===== config.mk =====
export PLATFORM = sky130hd
export DESIGN_NAME = dual_table_she_pwm
export DESIGN_NICKNAME = d
export VERILOG_FILES = /design/src/rtl/she_pwm_pkg.sv /design/src/rtl/she_phase_acc.sv /design/src/rtl/she_angle_bank.sv /design/src/rtl/she_leg_shaper.sv /design/src/rtl/dual_table_she_pwm.sv
export SDC_FILE = /design/constraint.sdc
export NUM_CORES = 2
export LEC_CHECK = 0
export BUFFER_PORTS_ARGS = -buffer_cell sky130_fd_sc_hd__buf_2
export CORE_MARGIN = 2
export CORE_UTILIZATION = 45
export DETAILED_ROUTE_END_ITERATION = 8
export PLACE_DENSITY_LB_ADDON = 0.2
export RECOVER_POWER = 50
export SYNTH_ARGS = -nofsm -noshare
export SYNTH_HDL_FRONTEND = slang
export SYNTH_HIERARCHICAL = 1
export SYNTH_SLANG_ARGS = --single-unit

===== constraint.sdc =====
create_clock -name clk -period 13.8 [get_ports clk]
set_clock_uncertainty 0.1 [all_clocks]
set_input_delay 4.14 -clock clk [delete_from_list [all_inputs] [get_ports clk]]
set_output_delay 4.14 -clock clk [all_outputs]
set_load 0.1 [all_outputs]

===== src/rtl/she_pwm_pkg.sv =====
// Shared encodings for the dual-table harmonic-elimination PWM generator.
// Assumes two's complement 2-bit leg codes and a one-bit table select.
package she_pwm_pkg;
    typedef enum logic [1:0] {
        LVL_ZERO = 2'b00,
        LVL_POS  = 2'b01,
        LVL_NEG  = 2'b11
    } lvl_e;

    typedef enum logic {
        MODE_CONV = 1'b0,
        MODE_MOD  = 1'b1
    } mode_e;
endpackage


===== src/rtl/she_phase_acc.sv =====
// Fundamental phase accumulator. Adds the frequency word each clock and
// flags the carry out of the top bit (one full cycle completed).
// Assumes fcw below half the range so that a wrap is one zero crossing.
module she_phase_acc #(
    parameter int ACC_W = 32
) (
    input  logic             clk,
    input  logic             rst_n,
    input  logic [ACC_W-1:0] fcw,
    output logic [ACC_W-1:0] phase,
    output logic             wrap
);
    logic [ACC_W:0] sum;

    // Next phase with carry.
    always_comb begin
        sum  = {1'b0, phase} + {1'b0, fcw};
        wrap = sum[ACC_W];
    end

    // Phase register.
    always_ff @(posedge clk) begin
        if (!rst_n) phase <= '0;
        else        phase <= sum[ACC_W-1:0];
    end
endmodule


===== src/rtl/she_angle_bank.sv =====
// Two switching-angle tables with a write port. Only the inactive table
// accepts writes. An out-of-order write raises a sticky error flag.
// Assumes tables are loaded while the other table drives the legs.
module she_angle_bank #(
    parameter int N_ANG = 9,
    parameter int ANG_W = 30,
    parameter int IDX_W = 4
) (
    input  logic                        clk,
    input  logic                        rst_n,
    input  logic                        active_sel,
    input  logic                        wr_en,
    input  logic                        wr_tbl,
    input  logic [IDX_W-1:0]            wr_idx,
    input  logic [ANG_W-1:0]            wr_angle,
    output logic [N_ANG-1:0][ANG_W-1:0] angles_act,
    output logic                        order_err
);
    logic [ANG_W-1:0] tbl [2][N_ANG];
    logic             in_range, accept, bad_order;
    logic [IDX_W-1:0] prev_idx;

    // Write acceptance and ordering test against the preceding entry.
    always_comb begin
        in_range  = int'(wr_idx) < N_ANG;
        accept    = wr_en && (wr_tbl != active_sel) && in_range;
        prev_idx  = (wr_idx == '0 || !in_range) ? '0 : wr_idx - 1'b1;
        bad_order = accept && (wr_idx != '0) && (wr_angle <= tbl[wr_tbl][prev_idx]);
    end

    // Table storage.
    always_ff @(posedge clk) begin
        if (!rst_n) begin
            for (int t = 0; t < 2; t++)
                for (int k = 0; k < N_ANG; k++)
                    tbl[t][k] <= '0;
        end else if (accept) begin
            tbl[wr_tbl][wr_idx] <= wr_angle;
        end
    end

    // Sticky ordering error.
    always_ff @(posedge clk) begin
        if (!rst_n)         order_err <= 1'b0;
        else if (bad_order) order_err <= 1'b1;
    end

    for (genvar k = 0; k < N_ANG; k++) begin : g_act
        assign angles_act[k] = tbl[active_sel][k];
    end
endmodule


===== src/rtl/she_leg_shaper.sv =====
// One inverter leg. Folds the phase into a quarter-cycle position, counts
// the angles at or below it, and registers the signed three-level code.
// Assumes angles are ascending, so the count parity is the toggle state.
module she_leg_shaper
    import she_pwm_pkg::*;
#(
    parameter int ACC_W = 32,
    parameter int N_ANG = 9,
    localparam int ANG_W = ACC_W - 2
) (
    input  logic                        clk,
    input  logic                        rst_n,
    input  logic [ACC_W-1:0]            phase,
    input  logic [N_ANG-1:0][ANG_W-1:0] angles,
    output lvl_e                        lvl
);
    logic [ANG_W-1:0] pos;
    logic [N_ANG-1:0] hits;
    lvl_e             lvl_next;

    // Mirror odd quarters onto the first quarter.
    always_comb pos = phase[ACC_W-2] ? ~phase[ANG_W-1:0] : phase[ANG_W-1:0];

    for (genvar k = 0; k < N_ANG; k++) begin : g_cmp
        assign hits[k] = angles[k] <= pos;
    end

    // Odd crossings give the half-cycle polarity, even give zero.
    always_comb begin
        if (!(^hits))             lvl_next = LVL_ZERO;
        else if (phase[ACC_W-1])  lvl_next = LVL_NEG;
        else                      lvl_next = LVL_POS;
    end

    // Output register.
    always_ff @(posedge clk) begin
        if (!rst_n) lvl <= LVL_ZERO;
        else        lvl <= lvl_next;
    end
endmodule


===== src/rtl/dual_table_she_pwm.sv =====
// Top level: phase accumulator, two angle tables, three leg shapers and
// the table-select register, which changes only at a phase-a wrap.
// Assumes fcw and thresh are quasi-static relative to the fundamental.
module dual_table_she_pwm
    import she_pwm_pkg::*;
#(
    parameter int ACC_W = 32,
    parameter int N_ANG = 9,
    localparam int ANG_W = ACC_W - 2,
    localparam int IDX_W = $clog2(N_ANG)
) (
    input  logic             clk,
    input  logic             rst_n,
    input  logic [ACC_W-1:0] fcw,
    input  logic [ACC_W-1:0] thresh,
    input  logic             wr_en,
    input  logic             wr_tbl,
    input  logic [IDX_W-1:0] wr_idx,
    input  logic [ANG_W-1:0] wr_angle,
    output logic [1:0]       leg_a,
    output logic [1:0]       leg_b,
    output logic [1:0]       leg_c,
    output logic             mode_o,
    output logic             order_err
);
    localparam logic [ACC_W-1:0] THIRD = ACC_W'((65'd1 << ACC_W) / 65'd3);
    localparam int N_LEG = 3;

    logic [ACC_W-1:0]            phase_a;
    logic                        acc_wrap;
    mode_e                       mode_q, mode_want;
    logic [N_ANG-1:0][ANG_W-1:0] angles_act;
    lvl_e                        lvl_w [N_LEG];

    she_phase_acc #(.ACC_W(ACC_W)) u_acc (
        .clk   (clk),
        .rst_n (rst_n),
        .fcw   (fcw),
        .phase (phase_a),
        .wrap  (acc_wrap)
    );

    // Threshold decision.
    always_comb mode_want = (fcw >= thresh) ? MODE_CONV : MODE_MOD;

    // Table select: direct in reset, otherwise only at a wrap.
    always_ff @(posedge clk) begin
        if (!rst_n || acc_wrap) mode_q <= mode_want;
    end

    she_angle_bank #(.N_ANG(N_ANG), .ANG_W(ANG_W), .IDX_W(IDX_W)) u_bank (
        .clk        (clk),
        .rst_n      (rst_n),
        .active_sel (mode_q),
        .wr_en      (wr_en),
        .wr_tbl     (wr_tbl),
        .wr_idx     (wr_idx),
        .wr_angle   (wr_angle),
        .angles_act (angles_act),
        .order_err  (order_err)
    );

    for (genvar g = 0; g < N_LEG; g++) begin : g_leg
        localparam logic [ACC_W-1:0] OFS = ACC_W'(64'(g) * 64'(THIRD));
        logic [ACC_W-1:0] leg_phase;
        assign leg_phase = phase_a - OFS;
        she_leg_shaper #(.ACC_W(ACC_W), .N_ANG(N_ANG)) u_leg (
            .clk    (clk),
            .rst_n  (rst_n),
            .phase  (leg_phase),
            .angles (angles_act),
            .lvl    (lvl_w[g])
        );
    end

    assign leg_a  = lvl_w[0];
    assign leg_b  = lvl_w[1];
    assign leg_c  = lvl_w[2];
    assign mode_o = mode_q;
endmodule


==> reports/results.tsv <==
metric	value	unit
global-route total usage across every layer	0.352	
critical-path maximum fanout	36	
insertion delay of the later-clocked pin in the worst-skew pair	0.65	ns
first-iteration detailed-routing DRC count	4975	
effective utilization at floorplan	0.454	
cell area after synthesis	51300	sq um
worst max-slew margin expressed relative to the limit	-1.24	
# Post-CTS Setup Buffers	0	
Worst Path Class, Setup	input port to flop	
sequential element share of the synthesized area	0.332	
number of flops mapped to enable cells by yosys	541	
unrepaired setup endpoints after global routing	false	
post-DP HPWL	154000	microns
post-synthesis net count	5841	
CTS tree	done	
Synth Area in Adders	0.200	
area of the core region	113000	sq um
count of instances resized after the clock tree is built	0	
Die Span Y	342	microns
post-detailed-routing wire length	209000	microns
Die Footprint	117000	sq um
detailed-route via count	42600	
total of flip-flops plus latches after synthesis	580	
smallest hold slack	0.473	ns
number of buffers created by CTS	71	
startpoint of the most critical hold path	u_acc/phase[31]	
multiplexer share of the synthesized area	0.0924	
crit path max-delay cell type	sky130_fd_sc_hd__clkbuf_1	
Layout area overhead	10.1	%
Final Hold Violating Endpoints	0	
accumulated negative setup slack	0	ns
input/output buffers	109	
routed metal-1 wirelength	83000	microns
Die X	342	microns
Post-route DRC	0	
overall overflow remaining after global route	0	
Slew Viols, Final	283	
H-tree levels	3	
highest achievable clock rate	83.8	MHz
maximum buffer depth of the clock tree	3	
synthesized-area fraction occupied by ao, oa, aoi and oai cells	0.135	
WP data arrival	12.00	ns
first-pass GRT wire length	295000	microns
worst flop-to-flop path startpoint	u_acc/phase[0]	
first drt pass iteration count	5	
# hold bufs at CTS	0	
per-instance average area after synthesis	10.4	sq um
CTS clock-pin slew for the worst setup and hold paths	0.06	ns
Post-Synth XOR/XNOR Area	0.0551	
# IOs	110	
post-synth cell types	98	
slew at the pin closest to its max-slew limit	3.36	ns
CTS sink count	580	
last weighted congestion value of the routability-driven placer	1.01	
pin count of the biggest net entering global routing	114	
Antenna Violating Nets Remaining	0	
worst stage delay on the critical path	2.40	ns
start point of the critical path	rst_n	
max-cap violation count	11	
Via density	6.48	
post-layout min period	11.94	ns
status	complete, but fails checks	
data required time of the worst path	13.87	ns
mean routed wirelength per cell	31.8	microns
number of global-route vias before repair	39800	
Tightest Hold Check Type	flop to flop	
top routing layer in use	met5	
Met3 Wirelength	18600	microns
fraction of registers with async set or reset after synthesis	0	
total setup violations reported at the end of the flow	0	
simple-gate area share of the yosys netlist	0.155	
startpoint type of the worst setup path	input port	
prevailing post-synth register cell	sky130_fd_sc_hd__edfxtp_1	
cell chosen for the clock root	sky130_fd_sc_hd__clkbuf_16	
core utilization of the finished layout	0.500	
initial antenna violation count	7	
ratio of cells with drive above 1 in the final layout	0.151	
post-synthesis cell count	4934	
Critical Path, Cell by Cell	clkbuf_1, and3_1, clkbuf_1, nand3b_1, o21ai_4, clkbuf_1	
Final period util	0.865	
combinational family with the most area after synthesis	adder cells	
NumNets Final	5920	
most common cell type on the critical path	sky130_fd_sc_hd__clkbuf_1	
violations in the final reports	max-capacitance violations, max-slew violations	
count of yosys warnings during synthesis	6	
type of element capturing the critical path	flop	
wire length on met2	89200	microns
# rows	123	
## worst paths after layout
kind,to,slack (ns),cells after the start
max reg2reg,g_leg[1].u_leg/lvl[0],5.48,23
min reg2reg,g_leg[0].u_leg/lvl[1],0.47,2
max,u_bank/tbl[1][162],1.86,6
min,g_leg[0].u_leg/lvl[1],0.47,2
## state kept, by name, indices dropped and copies added, names as in the netlist
register and count:
u_bank/tbl 540, g_leg.u_leg/lvl 6, u_acc/phase 32, mode_o 1
u_bank/order_err 1
## worst max-delay path: cells and delay by family
| kind | cells | cell delay [ns] |
|---|---|---|
| AO/OA/AOI/OAI | 1 | 0.34 |
| buffers and inverters | 3 | 6.12 |
| AND/OR/NAND/NOR | 2 | 1.35 |
## logic make-up (layout without fill, tap and decap cells)
kind of cell,count (synthesis),after routing
AND/OR/NAND/NOR,1503,1503
other,0,8
multiplexers,372,372
flip-flops,580,580
AO/OA/AOI/OAI,1020,1020
buffers and inverters,346,480
adder cells (fa/ha/maj),824,824
XOR/XNOR,289,289
## per-layer routing
metal	global-route usage	up-vias
met3	0.0570	512
met2	0.531	2333
li1	-	19100
met5	0	-
met4	0.255	2
met1	0.459	20700
## area by class of cell
type                       instances  area (sq um)
antenna                            8          20.0
inverter                         100           375
sequential                       580         17000
clock buffer                      79          1830
clock inverter                    49           661
multi-input combinational       4008         33000
tap                             1500          1880
timing repair buffer             252          1590
fill                           10200         56400
## cells in the final DEF (no fill, tap or decap), drive strengths merged, types with 151 or more instances in the layout
master  netlist  layout
ha          804     804
nand3       151     151
buf         111     235
and2        323     323
nand2       381     381
o21ai       197     197
a21o        154     154
nor2        164     164
edfxtp      541     541
a21oi       247     247
mux2        278     278
nand4       153     153
xnor2       208     208
## synthesized netlist by cell type (52+ instances only)
library cell / number / area share
sky130_fd_sc_hd__ha_1: 804 / 0.20
sky130_fd_sc_hd__edfxtp_1: 541 / 0.32
sky130_fd_sc_hd__nand2_1: 381 / 0.028
sky130_fd_sc_hd__and2_1: 320 / 0.039
sky130_fd_sc_hd__mux2_2: 277 / 0.061
sky130_fd_sc_hd__a21oi_1: 246 / 0.024
sky130_fd_sc_hd__xnor2_1: 200 / 0.034
sky130_fd_sc_hd__nor2_1: 162 / 0.012
sky130_fd_sc_hd__o21ai_0: 159 / 0.016
sky130_fd_sc_hd__a21o_1: 153 / 0.022
sky130_fd_sc_hd__nand4_1: 153 / 0.019
sky130_fd_sc_hd__nand3_1: 151 / 0.015
sky130_fd_sc_hd__clkbuf_1: 135 / 0.0099
sky130_fd_sc_hd__inv_1: 100 / 0.0073
sky130_fd_sc_hd__nor3_1: 85 / 0.0083
sky130_fd_sc_hd__buf_2: 71 / 0.0069
sky130_fd_sc_hd__and3_1: 67 / 0.0082
sky130_fd_sc_hd__xor2_1: 66 / 0.011
sky130_fd_sc_hd__mux4_2: 52 / 0.023
## metrics by stage
stage	cells	setup WS, ns	area (sq um)
final	6576	1.86	56400
after global routing	6572	2.13	56400
after CTS	6568	4.76	56500
after detailed placement	6440	4.06	54000
after global placement	6440	4.23	54000
after floorplan	4934	5.60	51300
Power is left out: the tool's default activity adds up to more than one toggle a clock period on the data nets, which glitch-free logic cannot reach.
